[config.mk]
export PLATFORM = sky130hd
export DESIGN_NAME = audio_ctl_spi
export DESIGN_NICKNAME = d
export VERILOG_FILES = /design/src/rtl/spi_regs_pkg.sv /design/src/rtl/spi_in_sync.sv /design/src/rtl/spi_shifter.sv /design/src/rtl/spi_frame_ctl.sv /design/src/rtl/audio_reg_bank.sv /design/src/rtl/audio_ctl_spi.sv
export SDC_FILE = /design/constraint.sdc
export NUM_CORES = 1
export LEC_CHECK = 0
export BUFFER_PORTS_ARGS = -buffer_cell sky130_fd_sc_hd__buf_2
export CORE_ASPECT_RATIO = 2
export CORE_MARGIN = 3
export CORE_UTILIZATION = 57
export DETAILED_ROUTE_END_ITERATION = 8
export PLACE_DENSITY = 0.88
export SLEW_MARGIN = 30
export SYNTH_ARGS = -nofsm -noshare
export SYNTH_HDL_FRONTEND = slang
export SYNTH_HIERARCHICAL = 1
export SYNTH_SLANG_ARGS = --single-unit
[constraint.sdc]
create_clock -name clk -period 2.6 [get_ports clk]
set_input_delay 0.13 -clock clk [delete_from_list [all_inputs] [get_ports clk]]
set_output_delay 0.13 -clock clk [all_outputs]
set_load 0.02 [all_outputs]
[src/rtl/spi_regs_pkg.sv]
package spi_regs_pkg;
  localparam int DW = 8;
  localparam int AW = 4;

  typedef logic [DW-1:0] byte_t;
  typedef logic [AW-1:0] addr_t;

  localparam addr_t A_BCAST = 4'd7;
  localparam addr_t A_MUTE  = 4'd8;
  localparam addr_t A_CLK   = 4'd9;
  localparam addr_t A_TXF   = 4'd10;
  localparam addr_t A_RXF   = 4'd11;

  // registers that can return their own content
  function automatic logic has_content(addr_t a, addr_t last_att);
    return ((a >= 4'd1) && (a <= last_att)) || ((a >= A_MUTE) && (a <= A_RXF));
  endfunction
endpackage

[src/rtl/spi_in_sync.sv]
module spi_in_sync #(
  parameter int STAGES = 2
) (
  input  logic clk,
  input  logic rst,
  input  logic sck,
  input  logic csn,
  input  logic mosi,
  output logic sck_rise,
  output logic sck_fall,
  output logic cs_active,
  output logic cs_fall,
  output logic mosi_s
);
  logic [STAGES-1:0] sck_ch, csn_ch, mosi_ch;
  logic sck_d, act_d;

  always_ff @(posedge clk) begin
    if (rst) begin
      sck_ch  <= '0;
      csn_ch  <= '1;
      mosi_ch <= '0;
      sck_d   <= 1'b0;
      act_d   <= 1'b0;
    end else begin
      sck_ch  <= {sck_ch[STAGES-2:0], sck};
      csn_ch  <= {csn_ch[STAGES-2:0], csn};
      mosi_ch <= {mosi_ch[STAGES-2:0], mosi};
      sck_d   <= sck_ch[STAGES-1];
      act_d   <= ~csn_ch[STAGES-1];
    end
  end

  assign sck_rise  = sck_ch[STAGES-1] & ~sck_d;
  assign sck_fall  = ~sck_ch[STAGES-1] & sck_d;
  assign cs_active = ~csn_ch[STAGES-1];
  assign cs_fall   = cs_active & ~act_d;
  assign mosi_s    = mosi_ch[STAGES-1];
endmodule

[src/rtl/spi_shifter.sv]
module spi_shifter
  import spi_regs_pkg::*;
(
  input  logic  clk,
  input  logic  rst,
  input  logic  cs_active,
  input  logic  cs_fall,
  input  logic  sck_rise,
  input  logic  sck_fall,
  input  logic  mosi_s,
  input  byte_t reply,
  output logic  byte_done,
  output byte_t rx_byte,
  output logic  miso
);
  localparam int CW = $clog2(DW);

  logic [CW-1:0] bitcnt;
  byte_t rx_sh, tx_sh;

  always_ff @(posedge clk) begin
    if (rst) begin
      bitcnt    <= '0;
      rx_sh     <= '0;
      tx_sh     <= '0;
      rx_byte   <= '0;
      byte_done <= 1'b0;
      miso      <= 1'b0;
    end else begin
      byte_done <= 1'b0;
      if (!cs_active) begin
        bitcnt <= '0;
        miso   <= 1'b0;
      end else if (cs_fall) begin
        bitcnt <= '0;
        tx_sh  <= reply;
        miso   <= reply[DW-1];
      end else begin
        if (sck_rise) begin
          rx_sh  <= {rx_sh[DW-2:0], mosi_s};
          bitcnt <= bitcnt + 1'b1;
          if (bitcnt == CW'(DW-1)) begin
            rx_byte   <= {rx_sh[DW-2:0], mosi_s};
            byte_done <= 1'b1;
          end
        end
        if (sck_fall) begin
          if (bitcnt == '0) begin
            tx_sh <= reply;
            miso  <= reply[DW-1];
          end else begin
            tx_sh <= {tx_sh[DW-2:0], 1'b0};
            miso  <= tx_sh[DW-2];
          end
        end
      end
    end
  end
endmodule

[src/rtl/spi_frame_ctl.sv]
module spi_frame_ctl
  import spi_regs_pkg::*;
(
  input  logic  clk,
  input  logic  rst,
  input  logic  cs_active,
  input  logic  byte_done,
  input  byte_t rx_byte,
  input  byte_t status_in,
  input  byte_t rd_data,
  input  logic  rd_ok,
  output addr_t ptr,
  output logic  wr_stb,
  output byte_t wr_data,
  output byte_t reply
);
  logic first_q, wr_q;

  always_ff @(posedge clk) begin
    if (rst || !cs_active) begin
      first_q <= 1'b1;
      wr_q    <= 1'b0;
      ptr     <= '0;
    end else if (byte_done) begin
      if (first_q) begin
        first_q <= 1'b0;
        wr_q    <= rx_byte[0];
        ptr     <= rx_byte[AW:1];
      end else begin
        ptr <= ptr + 1'b1;
      end
    end
  end

  assign wr_stb  = byte_done & ~first_q & wr_q;
  assign wr_data = rx_byte;
  assign reply   = (first_q || wr_q || !rd_ok) ? status_in : rd_data;
endmodule

[src/rtl/audio_reg_bank.sv]
module audio_reg_bank
  import spi_regs_pkg::*;
#(
  parameter int NUM_ATT = 6
) (
  input  logic                  clk,
  input  logic                  rst,
  input  logic                  wr_stb,
  input  addr_t                 addr,
  input  byte_t                 wr_data,
  input  logic                  busy,
  output byte_t                 rd_data,
  output logic                  rd_ok,
  output logic [NUM_ATT*DW-1:0] att_o,
  output logic [NUM_ATT-1:0]    mute_o,
  output byte_t                 clk_cfg_o,
  output byte_t                 tx_fmt_o,
  output byte_t                 rx_fmt_o
);
  localparam addr_t LAST_ATT = addr_t'(NUM_ATT);

  byte_t att_q [NUM_ATT];

  for (genvar g = 0; g < NUM_ATT; g++) begin : g_att
    always_ff @(posedge clk) begin
      if (rst)
        att_q[g] <= '0;
      else if (wr_stb && (addr == addr_t'(g + 1) || addr == A_BCAST))
        att_q[g] <= wr_data;
    end
    assign att_o[g*DW +: DW] = att_q[g];
  end

  always_ff @(posedge clk) begin
    if (rst) begin
      mute_o    <= '0;
      clk_cfg_o <= '0;
      tx_fmt_o  <= '0;
      rx_fmt_o  <= '0;
    end else if (wr_stb) begin
      case (addr)
        A_MUTE: mute_o    <= wr_data[NUM_ATT-1:0];
        A_CLK:  clk_cfg_o <= wr_data;
        A_TXF:  tx_fmt_o  <= wr_data;
        A_RXF:  rx_fmt_o  <= wr_data;
        default: ;
      endcase
    end
  end

  always_comb begin
    rd_data = '0;
    for (int i = 0; i < NUM_ATT; i++)
      if (addr == addr_t'(i + 1)) rd_data = att_q[i];
    case (addr)
      A_MUTE: begin
        rd_data[NUM_ATT-1:0] = mute_o;
        rd_data[NUM_ATT]     = busy;
      end
      A_CLK: rd_data = clk_cfg_o;
      A_TXF: rd_data = tx_fmt_o;
      A_RXF: rd_data = rx_fmt_o;
      default: ;
    endcase
  end

  assign rd_ok = has_content(addr, LAST_ATT);
endmodule

[src/rtl/audio_ctl_spi.sv]
module audio_ctl_spi
  import spi_regs_pkg::*;
#(
  parameter int SYNC_STAGES = 2,
  parameter int NUM_ATT     = 6
) (
  input  logic                  clk,
  input  logic                  rst,
  input  logic                  sck,
  input  logic                  csn,
  input  logic                  mosi,
  output logic                  miso,
  input  logic [7:0]            status_in,
  input  logic                  busy,
  output logic [NUM_ATT*8-1:0]  att_o,
  output logic [NUM_ATT-1:0]    mute_o,
  output logic [7:0]            clk_cfg_o,
  output logic [7:0]            tx_fmt_o,
  output logic [7:0]            rx_fmt_o
);
  logic  sck_rise, sck_fall, cs_active, cs_fall, mosi_s;
  logic  byte_done, wr_stb, rd_ok;
  byte_t rx_byte, reply, wr_data, rd_data;
  addr_t ptr;

  spi_in_sync #(.STAGES(SYNC_STAGES)) u_sync (
    .clk(clk), .rst(rst), .sck(sck), .csn(csn), .mosi(mosi),
    .sck_rise(sck_rise), .sck_fall(sck_fall), .cs_active(cs_active),
    .cs_fall(cs_fall), .mosi_s(mosi_s)
  );

  spi_shifter u_shift (
    .clk(clk), .rst(rst), .cs_active(cs_active), .cs_fall(cs_fall),
    .sck_rise(sck_rise), .sck_fall(sck_fall), .mosi_s(mosi_s),
    .reply(reply), .byte_done(byte_done), .rx_byte(rx_byte), .miso(miso)
  );

  spi_frame_ctl u_frame (
    .clk(clk), .rst(rst), .cs_active(cs_active), .byte_done(byte_done),
    .rx_byte(rx_byte), .status_in(status_in), .rd_data(rd_data),
    .rd_ok(rd_ok), .ptr(ptr), .wr_stb(wr_stb), .wr_data(wr_data),
    .reply(reply)
  );

  audio_reg_bank #(.NUM_ATT(NUM_ATT)) u_bank (
    .clk(clk), .rst(rst), .wr_stb(wr_stb), .addr(ptr), .wr_data(wr_data),
    .busy(busy), .rd_data(rd_data), .rd_ok(rd_ok), .att_o(att_o),
    .mute_o(mute_o), .clk_cfg_o(clk_cfg_o), .tx_fmt_o(tx_fmt_o),
    .rx_fmt_o(rx_fmt_o)
  );
endmodule

==> flow_summary.ini <==
[outcome]
status = completed

[critical_path]
path_class = flop to flop
slowest_delay_ns = 0.67
crit_fanout = 18
r2r-start = u_frame/ptr[0]$_SDFFE_PP0P_
cp_slowest_cell = dfxtp_1
start_kind = flop
endpoint_kind = flop
path_cells = buf_4 -> mux2i_1 -> o22ai_1 -> a221o_1 -> mux2_2 -> o21ai_0 -> a31oi_1
regToRegEndpoint = u_shift/tx_sh[4]$_SDFFE_PP0P_
reg2reg_depth = 7
startpoint = u_frame/ptr[0]$_SDFFE_PP0P_
r2r_setup_slack_ns = 0.24
cp.arrival_ns = 2.65
worstPathRequired_ns = 2.89

[yosys]
synth_cells = 553
synth.yosys.seq_area_share = 0.4976
synth_simple_gate_area_share = 0.1851
netlist_area_sq_mm = 0.005753
synth_top_area_frac = 0.2505
yosysTopAreaCell = edfxtp_1
synth_fa_ha_area_frac = 0.008699
ys_warn_count = 6
synth_area_leaders = edfxtp_1, dfxtp_1, mux2i_1, and2_1, nor2_1
synth_nets = 571
ys_ff_latch = 119
synth_top_family_by_area = simple AND/OR/NAND/NOR gates
synth_compound_area_frac = 0.1418
synth_mux_area_frac = 0.1116
synth_edf_count = 48
synth-async-reset-ratio = 0
syn_avg_cell_area_sq_um = 10.40
synth-xor-area-share = 0.001522
synthDistinctLibCells = 61
dominantRegCellSynth = dfxtp_1

[cts]
clkTransAtPathRegs_ns = 0.06
post_cts_buffers = 0
cts_tree = done
clockBufferDepth = 2
clock-sinks = 119
cts_buffers = 17
cts_resized = 0
root_buffer = clkbuf_16
clock_latency_ns = 0.41
cts.htree.levels = 4

[floorplanning]
core_sq_mm = 0.009763
ioPinCount = 93
die_h_um = 148.1
rows = 51
initial_utilization = 0.5893
die_x_um = 77.04
die_area_sq_mm = 0.01141

[route]
via_per_inst = 6.018
drt_iter0_drc = 438
wl_mm = 16.49
dr.pass1.iters = 6
drc = 0
wl_per_cell_um = 21.00
ant_nets = 0
vias = 4724

[grt]
overflow = 0
grt_max_degree = 40
antenna_found_initial = 0
grt_pass1_vias = 4726
grt_pass1_wl_mm = 25.18
grt_use_total = 0.2930

[sta]
setup_viol = 0
worst_pin_slew_ns = 0.7996
fmax_ghz = 0.4234
slew_violations = 0
rsz0062_at_grt = no
fin_crit_sh = 0.9084
relSlewSlack = 0.4658
setup_tns_ns = 0
skew_ns = 0.006412
holdWs_ns = 0.1213
post-route-min-period_ns = 2.362
hold_viol_final = 0

[pwr]
pwr_density_cell_mw_per_mm2 = 649.8
leakage_uw = 0.002696
peakVddDrop_uv = 616.0

[placement]
portBuffers = 92
dpl_cell_area_sq_mm = 0.006240
dp_hpwl_mm = 12.16
gp_congestion = 1.029

[cells_and_area]
antenna_cells = 0
n_fill_cell = 753
multi_input_area_sq_mm = 0.002581
nets = 658
layout_common_cells = buf_2, dfxtp_1, mux2i_1
seqCellArea_sq_mm = 0.002863
final_layout_size_suffix_gt1_frac = 0.2695
syn2layout_area_growth_pct = 18.92
mostFrequentLayoutCell = buf_2
stdcell_area_sq_mm = 0.006842
postLayoutCoreUtil = 0.7008

[hold_path]
hold_depth = 2
holdPathEnd = u_bank/clk_cfg_o[3]$_SDFFE_PP0P_
hp-start = rst
hp-class = input port to flop

[flow_run]
cap_violations = 0
==> flip-flops by register name, summed over array words and instances, names as in the netlist, 3 cells and up <==
register          flops
u_shift/bitcnt        3
u_frame/ptr           4
u_shift/rx_byte       8
u_bank/att_q         48
u_shift/rx_sh         7
u_bank/tx_fmt_o       8
u_shift/tx_sh         7
u_bank/clk_cfg_o      8
u_bank/mute_o         6
u_bank/rx_fmt_o       8
==> repair_timing <==
action / in CTS / in global routing
endpoints found under the setup margin: 0 / 0
hold buffers: 3 / 0
hold endpoints to repair: 3 / 0
==> cell families after synthesis <==
kind of cell,Yosys count
buffers and inverters,51
XOR/XNOR,1
multiplexers,63
flip-flops,119
AND/OR/NAND/NOR,192
adder cells (fa/ha/maj),4
AO/OA/AOI/OAI,123
==> critical path: cells and delay by family (launching register included) <==
family / cells / cell delay, ns
flops: 1 / 0.67
compound gates: 4 / 0.69
buf+inv: 1 / 0.29
mux: 2 / 0.58
==> final cells by class <==
class                      instances  area share
multi-input combinational        383      0.3773
clock buffer                      19     0.06639
sequential                       119      0.4184
timing repair buffer             113     0.09327
clock inverter                    13     0.01719
inverter                           6    0.003292
tap                              132     0.02414
==> metal layers <==
| layer | vias to the layer above | GRT usage | wire [um] |
|---|---|---|---|
| li1 | 2149 | - | - |
| met1 | 2221 | 0.2842 | 5397 |
| met2 | 267 | 0.5310 | 8683 |
| met3 | 87 | 0.06727 | 1025 |
| met4 | 0 | 0.2166 | 1378 |
| met5 | - | 0 | 0 |
==> metrics by stage <==
stage	total power, uW	cells	worst slack (ns)
after floorplan	2158	553	0.7309
after global placement	2238	750	0.3498
after detailed placement	2242	750	0.2850
after CTS	4472	785	0.2809
after global routing	4571	785	0.07170
final	4446	785	0.2380
==> power breakdown <==
part           switching [uW]  total [uW]  internal, uW
sequential               32.4        2020          1990
clock                     860        2240          1380
combinational             126         188          61.9
total                    1020        4450          3430
==> Yosys cell counts, types with 2 or more instances <==
cell,n
a21o_1,2
a21oi_1,19
a21oi_2,9
a221o_1,6
a22o_1,8
a22oi_1,2
a311oi_1,2
a31oi_1,14
and2_1,49
and3_1,3
buf_2,10
buf_4,14
buf_6,7
clkbuf_1,13
dfxtp_1,71
edfxtp_1,48
ha_1,4
inv_1,6
mux2_2,9
mux2i_1,54
nand2_1,38
nand2b_1,4
nand3_1,9
nand3b_1,3
nand4_1,2
nor2_1,46
nor2_2,3
nor2b_1,15
o21ai_0,31
o21ai_1,3
o21bai_1,5
o22ai_1,13
or2_1,2
or2b_1,2
==> how the worst max path moves through the flow <==
stage | to | slack, ns | cells after the start
final | u_shift/tx_sh[4]$_SDFFE_PP0P_ | 0.24 | 7
after global routing | u_shift/tx_sh[6]$_SDFFE_PP0P_ | 0.07 | 8
after CTS | u_shift/tx_sh[5]$_SDFFE_PP0P_ | 0.28 | 7
after detailed placement | u_shift/tx_sh[4]$_SDFFE_PP0P_ | 0.29 | 7
after global placement | u_shift/tx_sh[5]$_SDFFE_PP0P_ | 0.35 | 7
after floorplan | u_bank/att_q[0][0]$_SDFFCE_PN0P_ | 0.73 | 4
Note: power is estimated with default switching activity, not from simulation.
